[src/rtl/wlr_pkg.sv]
package wlr_pkg;
    localparam int WORD_W   = 32;
    localparam int BYTE_W   = 8;
    localparam int WORD_BY  = WORD_W / BYTE_W;

    localparam logic [BYTE_W-1:0] TYPE_WR  = 8'h01;
    localparam logic [BYTE_W-1:0] TYPE_RD  = 8'h02;
    localparam logic [BYTE_W-1:0] TYPE_RSP = 8'h82;

    localparam logic [1:0] FLD_LBASE = 2'd0;
    localparam logic [1:0] FLD_MASK  = 2'd1;
    localparam logic [1:0] FLD_RBASE = 2'd2;
    localparam logic [1:0] FLD_EN    = 2'd3;

    typedef enum logic [1:0] {
        ST_IDLE   = 2'd0,
        ST_RDWAIT = 2'd1,
        ST_ACK    = 2'd2
    } req_st_e;
endpackage

[src/rtl/wlr_win_map.sv]
module wlr_win_map
    import wlr_pkg::*;
#(
    parameter int              NUM_WIN = 4,
    parameter int              TOW     = 16,
    parameter logic [TOW-1:0]  TO_DEF  = 16'd200
) (
    input  logic              clk,
    input  logic              rst_n,
    input  logic              cfg_we,
    input  logic [4:0]        cfg_addr,
    input  logic [WORD_W-1:0] cfg_wdata,
    input  logic [WORD_W-1:0] lk_addr,
    output logic              hit,
    output logic [WORD_W-1:0] rmt_addr,
    output logic [TOW-1:0]    to_lim
);
    typedef struct packed {
        logic [WORD_W-1:0] lb;
        logic [WORD_W-1:0] mk;
        logic [WORD_W-1:0] rb;
        logic              en;
    } win_t;

    typedef struct packed {
        win_t [NUM_WIN-1:0] w;
        logic [TOW-1:0]     to;
    } cfg_t;

    cfg_t c_d, c_q;

    always_comb begin
        c_d = c_q;
        if (cfg_we) begin
            if (cfg_addr[4]) begin
                c_d.to = cfg_wdata[TOW-1:0];
            end else begin
                for (int i = 0; i < NUM_WIN; i++) begin
                    if (cfg_addr[3:2] == 2'(i)) begin
                        case (cfg_addr[1:0])
                            FLD_LBASE: c_d.w[i].lb = cfg_wdata;
                            FLD_MASK:  c_d.w[i].mk = cfg_wdata;
                            FLD_RBASE: c_d.w[i].rb = cfg_wdata;
                            default:   c_d.w[i].en = cfg_wdata[0];
                        endcase
                    end
                end
            end
        end
    end

    always_ff @(posedge clk) begin
        if (!rst_n) begin
            c_q    <= '0;
            c_q.to <= TO_DEF;
        end else begin
            c_q <= c_d;
        end
    end

    logic [NUM_WIN-1:0]             hv;
    logic [NUM_WIN-1:0][WORD_W-1:0] rv;

    for (genvar g = 0; g < NUM_WIN; g++) begin : g_win
        assign hv[g] = c_q.w[g].en &&
                       (((lk_addr ^ c_q.w[g].lb) & c_q.w[g].mk) == '0);
        assign rv[g] = lk_addr - c_q.w[g].lb + c_q.w[g].rb;
    end

    // lowest index wins: scan downward so it overwrites last
    always_comb begin
        hit      = 1'b0;
        rmt_addr = '0;
        for (int i = NUM_WIN - 1; i >= 0; i--) begin
            if (hv[i]) begin
                hit      = 1'b1;
                rmt_addr = rv[i];
            end
        end
    end

    assign to_lim = c_q.to;
endmodule

[src/rtl/wlr_tx_ser.sv]
module wlr_tx_ser
    import wlr_pkg::*;
(
    input  logic              clk,
    input  logic              rst_n,
    input  logic              load,
    input  logic              is_wr,
    input  logic [WORD_W-1:0] addr,
    input  logic [WORD_W-1:0] data,
    output logic              busy,
    output logic              tx_valid,
    output logic [BYTE_W-1:0] tx_data,
    input  logic              tx_ready
);
    localparam int NB  = 1 + 2 * WORD_BY;
    localparam int SHW = NB * BYTE_W;
    localparam int CW  = $clog2(NB + 1);

    typedef struct packed {
        logic [SHW-1:0] sh;
        logic [CW-1:0]  left;
    } tx_t;

    tx_t s_d, s_q;

    always_comb begin
        s_d = s_q;
        if (s_q.left != '0 && tx_ready) begin
            s_d.sh   = {s_q.sh[SHW-BYTE_W-1:0], {BYTE_W{1'b0}}};
            s_d.left = s_q.left - 1'b1;
        end
        if (load && s_q.left == '0) begin
            s_d.sh   = {(is_wr ? TYPE_WR : TYPE_RD), addr, data};
            s_d.left = is_wr ? CW'(NB) : CW'(1 + WORD_BY);
        end
    end

    always_ff @(posedge clk) begin
        if (!rst_n) s_q <= '0;
        else        s_q <= s_d;
    end

    assign busy     = (s_q.left != '0);
    assign tx_valid = busy;
    assign tx_data  = s_q.sh[SHW-1 -: BYTE_W];
endmodule

[src/rtl/wlr_rx_parse.sv]
module wlr_rx_parse
    import wlr_pkg::*;
(
    input  logic              clk,
    input  logic              rst_n,
    input  logic              rx_valid,
    input  logic [BYTE_W-1:0] rx_data,
    output logic              rsp_done,
    output logic [WORD_W-1:0] rsp_data
);
    localparam int CW = $clog2(WORD_BY + 1);

    typedef struct packed {
        logic [CW-1:0]     cnt;
        logic [WORD_W-1:0] dat;
        logic              done;
    } rx_t;

    rx_t r_d, r_q;

    always_comb begin
        r_d      = r_q;
        r_d.done = 1'b0;
        if (rx_valid) begin
            if (r_q.cnt == '0) begin
                if (rx_data == TYPE_RSP) r_d.cnt = CW'(1);
            end else begin
                r_d.dat = {r_q.dat[WORD_W-BYTE_W-1:0], rx_data};
                if (r_q.cnt == CW'(WORD_BY)) begin
                    r_d.cnt  = '0;
                    r_d.done = 1'b1;
                end else begin
                    r_d.cnt = r_q.cnt + 1'b1;
                end
            end
        end
    end

    always_ff @(posedge clk) begin
        if (!rst_n) r_q <= '0;
        else        r_q <= r_d;
    end

    assign rsp_done = r_q.done;
    assign rsp_data = r_q.dat;
endmodule

[src/rtl/win_link_req.sv]
module win_link_req
    import wlr_pkg::*;
#(
    parameter int             NUM_WIN = 4,
    parameter int             TOW     = 16,
    parameter logic [TOW-1:0] TO_DEF  = 16'd200
) (
    input  logic        clk,
    input  logic        rst_n,
    input  logic        cfg_we,
    input  logic [4:0]  cfg_addr,
    input  logic [31:0] cfg_wdata,
    input  logic        bus_req,
    input  logic        bus_we,
    input  logic [31:0] bus_addr,
    input  logic [31:0] bus_wdata,
    output logic        bus_ready,
    output logic        bus_err,
    output logic [31:0] bus_rdata,
    output logic        tx_valid,
    output logic [7:0]  tx_data,
    input  logic        tx_ready,
    input  logic        rx_valid,
    input  logic [7:0]  rx_data
);
    logic              hit;
    logic [WORD_W-1:0] rmt_addr;
    logic [TOW-1:0]    to_lim;
    logic              tx_busy;
    logic              load;
    logic              rsp_done;
    logic [WORD_W-1:0] rsp_data;

    wlr_win_map #(.NUM_WIN(NUM_WIN), .TOW(TOW), .TO_DEF(TO_DEF)) u_map (
        .clk(clk), .rst_n(rst_n),
        .cfg_we(cfg_we), .cfg_addr(cfg_addr), .cfg_wdata(cfg_wdata),
        .lk_addr(bus_addr), .hit(hit), .rmt_addr(rmt_addr), .to_lim(to_lim)
    );

    wlr_tx_ser u_tx (
        .clk(clk), .rst_n(rst_n),
        .load(load), .is_wr(bus_we), .addr(rmt_addr), .data(bus_wdata),
        .busy(tx_busy), .tx_valid(tx_valid), .tx_data(tx_data), .tx_ready(tx_ready)
    );

    wlr_rx_parse u_rx (
        .clk(clk), .rst_n(rst_n),
        .rx_valid(rx_valid), .rx_data(rx_data),
        .rsp_done(rsp_done), .rsp_data(rsp_data)
    );

    typedef struct packed {
        req_st_e           st;
        logic              ready;
        logic              err;
        logic [WORD_W-1:0] rdata;
        logic [TOW-1:0]    tmr;
    } fsm_t;

    fsm_t f_d, f_q;

    always_comb begin
        f_d       = f_q;
        f_d.ready = 1'b0;
        load      = 1'b0;
        case (f_q.st)
            ST_IDLE: begin
                if (bus_req) begin
                    if (!hit) begin
                        f_d.ready = 1'b1;
                        f_d.err   = 1'b1;
                        f_d.rdata = '0;
                        f_d.st    = ST_ACK;
                    end else if (!tx_busy) begin
                        load = 1'b1;
                        if (bus_we) begin
                            f_d.ready = 1'b1;
                            f_d.err   = 1'b0;
                            f_d.rdata = '0;
                            f_d.st    = ST_ACK;
                        end else begin
                            f_d.tmr = '0;
                            f_d.st  = ST_RDWAIT;
                        end
                    end
                end
            end
            ST_RDWAIT: begin
                if (rsp_done) begin
                    f_d.ready = 1'b1;
                    f_d.err   = 1'b0;
                    f_d.rdata = rsp_data;
                    f_d.st    = ST_ACK;
                end else if (f_q.tmr == to_lim) begin
                    f_d.ready = 1'b1;
                    f_d.err   = 1'b1;
                    f_d.rdata = '1;
                    f_d.st    = ST_ACK;
                end else begin
                    f_d.tmr = f_q.tmr + 1'b1;
                end
            end
            default: begin
                f_d.st = ST_IDLE;
            end
        endcase
    end

    always_ff @(posedge clk) begin
        if (!rst_n) f_q <= '{st: ST_IDLE, default: '0};
        else        f_q <= f_d;
    end

    assign bus_ready = f_q.ready;
    assign bus_err   = f_q.err;
    assign bus_rdata = f_q.rdata;
endmodule

[config.mk]
export PLATFORM = sky130hd
export DESIGN_NAME = win_link_req
export DESIGN_NICKNAME = d
export VERILOG_FILES = /design/src/rtl/wlr_pkg.sv /design/src/rtl/wlr_win_map.sv /design/src/rtl/wlr_tx_ser.sv /design/src/rtl/wlr_rx_parse.sv /design/src/rtl/win_link_req.sv
export SDC_FILE = /design/constraint.sdc
export NUM_CORES = 2
export LEC_CHECK = 0
export ABC_CLOCK_PERIOD_IN_PS = 6400
export BUFFER_PORTS_ARGS = -buffer_cell sky130_fd_sc_hd__buf_2
export CORE_ASPECT_RATIO = 2
export CORE_MARGIN = 1
export CORE_UTILIZATION = 60
export CTS_CLUSTER_SIZE = 12
export DETAILED_ROUTE_END_ITERATION = 8
export PLACE_DENSITY_LB_ADDON = 0.2
export SETUP_SLACK_MARGIN = 0.05
export SLEW_MARGIN = 20
export SYNTH_ARGS = -nofsm -noshare
export SYNTH_HDL_FRONTEND = slang
export SYNTH_SLANG_ARGS = --single-unit
[constraint.sdc]
create_clock -name clk -period 6.4 [get_ports clk]
set_input_delay 1.28 -clock clk [delete_from_list [all_inputs] [get_ports clk]]
set_output_delay 1.28 -clock clk [all_outputs]
set_load 0.05 [all_outputs]
==> results.py <==
metrics = {
    "global_route": {
        "grt_max_degree": 221,
        "antenna_found_initial": 3,
        "grt_pass1_wl_um": 185000,
        "overflow": 0,
        "grtUsageTotal": 0.416,
        "grt_pass1_vias": 30200,
    },
    "layout": {
        "areaGrowthSynthToFinish_pct": 7.26,
        "fin_nets": 5126,
        "multi_input_area_mm2": 0.0204,
        "area.sequential_mm2": 0.0114,
        "fillers": 5292,
        "drive_above_1_share": 0.0667,
    },
    "sta": {
        "fin_setup_tns_ns": 0,
        "fmax_ghz": 0.198,
        "max_slew_margin": 0.252,
        "fin_skew_ns": 0.0376,
        "min_period_over_period": 0.790,
        "hold_viol": 0,
        "setup_viol": 0,
        "fin_crit_ns": 5.06,
        "rsz0062_at_grt": "no",
        "hold_ws_ns": 0.447,
        "worstMarginPinSlew_ns": 1.12,
        "final_max_slew_viol_count": 0,
    },
    "clock_tree": {
        "cts_sinks": 568,
        "ctsResizeCount": 0,
        "cts_tree": "yes",
        "cts_buffers": 55,
        "cts_hold_buf": 0,
        "clock_latency_ns": 0.64,
        "cts_buffer_depth": 3,
        "cts_setup_buffers": 0,
        "cts_max_level": 2,
        "clock-root-buffer": "clkbuf_16",
        "clk_pin_slew_ns": 0.06,
    },
    "logic_synthesis": {
        "synthTopCellsByArea": "dfxtp_1, nand2_1, ha_1",
        "syn_inst": 4654,
        "synth_cell_types": 73,
        "synthArstFlopShare": 0,
        "ys_ff_latch": 568,
        "ys_seq_area_frac": 0.323,
        "synth_top_area_frac": 0.323,
        "synth_edf_count": 0,
        "postSynthNetCount": 5147,
        "synth.largest_area_cell": "dfxtp_1",
        "synth-main-ff-cell": "dfxtp_1",
        "synth_area_mm2": 0.0352,
        "yosys_warnings": 0,
        "synth.avg_cell_area_um2": 7.57,
    },
    "setup_path": {
        "critPathKind": "primary input to register",
        "r2r_cells": 14,
        "arrival_ns": 5.60,
        "cp.required_ns": 6.94,
        "worstPathMaxFanout": 5,
        "crit-reg2reg-capture": "u_tx.s_q[65]",
        "max_stage_delay_ns": 0.91,
        "cp_slowest_cell": "nor3_1",
        "crit_path_end_kind": "register",
        "crit_path_start_kind": "primary input",
        "crit_chain": "buf_2, inv_1, fa_1, inv_1, ha_1, a21o_1, a21oi_1, a211oi_1, nor3_1, o21ai_1, a21o_1, o31ai_1, xnor2_1, a22oi_1, a21oi_1",
        "timing.rr.start": "u_map.c_q[311]",
        "regToRegSetupSlack_ns": 1.98,
    },
    "route": {
        "vias_per_cell": 5.88,
        "via_count": 31800,
        "wl_um": 126000,
        "post-route-drc-count": 0,
        "routedWlPerCell_um": 23.3,
        "dr.pass1.iters": 6,
        "drtIter0Drc": 2622,
        "drtAntennaViolNets": 0,
    },
    "hold_path": {
        "hp-start": "bus_rdata[27]",
        "min_path_type": "register to register",
        "min_to": "bus_rdata[27]",
        "hold_depth": 2,
    },
    "placed_design": {
        "gp_congestion": 1.07,
        "dp_hpwl_um": 94700,
        "port_buffers": 158,
    },
    "floorplanning": {
        "die-height_um": 345,
        "start_util": 0.607,
        "die_w_um": 173,
        "core.rowCount": 125,
        "dieArea_mm2": 0.0597,
        "core_mm2": 0.0580,
        "ios": 159,
    },
    "flow_run": {
        "max_cap_violations": 0,
    },
    "outcome": {
        "status": "complete, no violations",
    },
    "power": {
        "p_per_area_mw_per_mm2": 223,
        "p_leak_nw": 15.0,
        "power_w": 0.00844,
        "ir_drop_v": 0.000255,
    },
}
[cell usage after synthesis (5+ instances only)]
cell type / count
a2111oi_0: 16
a211oi_1: 49
a21o_1: 58
a21oi_1: 617
a221oi_1: 11
a22oi_1: 8
a311oi_1: 5
a31oi_1: 27
and2_1: 13
and3_1: 28
and4_1: 6
buf_1: 7
buf_2: 11
buf_4: 40
clkbuf_1: 227
dfxtp_1: 568
fa_1: 124
ha_1: 253
inv_1: 597
mux2i_1: 39
nand2_1: 1083
nand2b_1: 72
nand3_1: 62
nand4_1: 21
nor2_1: 149
nor2b_1: 44
nor3_1: 38
nor4_1: 9
o2111ai_1: 24
o211a_1: 8
o211ai_1: 20
o21a_1: 22
o21ai_0: 121
o21bai_1: 15
o221ai_1: 6
o22ai_1: 6
o31a_1: 5
o31ai_1: 7
or3_1: 6
or4_1: 5
xnor2_1: 100
xor2_1: 60
[through the flow]
stage / cells / cell area (µm²) / worst slack, ns / util
floorplan: 4654 / 35200 / 1.91 / -
global placement: 5338 / 36200 / 0.878 / 0.624
detailed placement: 5338 / 36200 / 0.899 / 0.624
CTS: 5408 / 37800 / 1.53 / 0.651
global route: 5408 / 37800 / 1.21 / 0.651
finish: 5409 / 37800 / 1.34 / 0.651
[power by group]
| part | internal, W | switching (W) |
|---|---|---|
| Sequential | 0.00359 | 0.0000433 |
| Clock | 0.00163 | 0.00144 |
| Combinational | 0.000589 | 0.00115 |
| Total | 0.00581 | 0.00263 |
[per-layer routing]
layer	GRT usage	part of all wire	vias to the layer above	wire length, µm
met5	0	0	-	0
met4	0.395	0.11	0	13500
met3	0.0597	0.072	425	9080
met2	0.692	0.47	1451	58600
met1	0.457	0.36	15000	44800
li1	-	-	15000	-
[worst max-delay path, delay by kind of cell]
family                     cells  cell delay, ns
buffers and inverters          3            0.34
AOI/OAI and AO/OA              8            1.97
adders and majority gates      2            0.93
xor gates and xnor gates       1            0.17
and+or+nand+nor                1            0.91
[registers in the layout (all words and copies together) (netlist names)]
| signal | cells |
|---|---|
| u_tx.tx_data | 8 |
| u_map.to_lim | 16 |
| f_q | 18 |
| u_rx.rsp_done | 1 |
| bus_ready | 1 |
| bus_rdata | 32 |
| bus_err | 1 |
| u_tx.s_q | 68 |
| u_map.c_q | 388 |
| u_rx.rsp_data | 32 |
| u_rx.r_q | 3 |
[layout by cell type, fill, tap and decap left out, drive strengths merged, types with 28 or more instances in the layout]
cell type	synthesis	layout
and3	28	28
a21oi	617	617
nand3	62	62
dfxtp	568	568
nor3	38	38
a211oi	49	49
nand2b	72	72
mux2i	39	39
o21ai	125	125
nand2	1083	1083
inv	598	600
nor2	149	149
ha	253	253
a21o	58	58
fa	124	124
xor2	60	60
xnor2	100	100
clkbuf	227	64
buf	58	207
nor2b	44	44
[logic make-up (layout without fill, tap and decap cells)]
kind of cell / after synthesis / count (layout) / share of synthesized area
muxes: 39 / 39 / 0.0111
buffers and inverters: 883 / 875 / 0.0988
and+or+nand+nor: 1555 / 1555 / 0.187
DFF: 568 / 568 / 0.323
other: 0 / 1 / 0
AOI/OAI and AO/OA: 1072 / 1072 / 0.181
xor gates and xnor gates: 160 / 160 / 0.0398
adders and majority gates: 377 / 377 / 0.160
[how the worst max path moves through the flow]
stage,startpoint,cells after the start,slack [ns],to
after floorplan,bus_addr[2],14,1.91,u_tx.s_q[56]
after global placement,bus_addr[17],15,0.88,u_tx.s_q[66]
after detailed placement,bus_addr[19],15,0.90,u_tx.s_q[66]
after CTS,bus_addr[19],15,1.53,u_tx.s_q[66]
after global routing,bus_addr[3],15,1.21,u_tx.s_q[65]
final,bus_addr[3],15,1.34,u_tx.s_q[65]
[layout make-up]
class / instances / area share
multi-input cells: 3203 / 0.541
flip-flops and latches: 568 / 0.301
inverters: 598 / 0.0596
clock buffers: 64 / 0.0384
repair buffers: 207 / 0.0317
well taps: 762 / 0.0252
clock inverters: 6 / 0.00278
diodes: 1 / 0.0000662
Power figures use the tool's default switching activity.
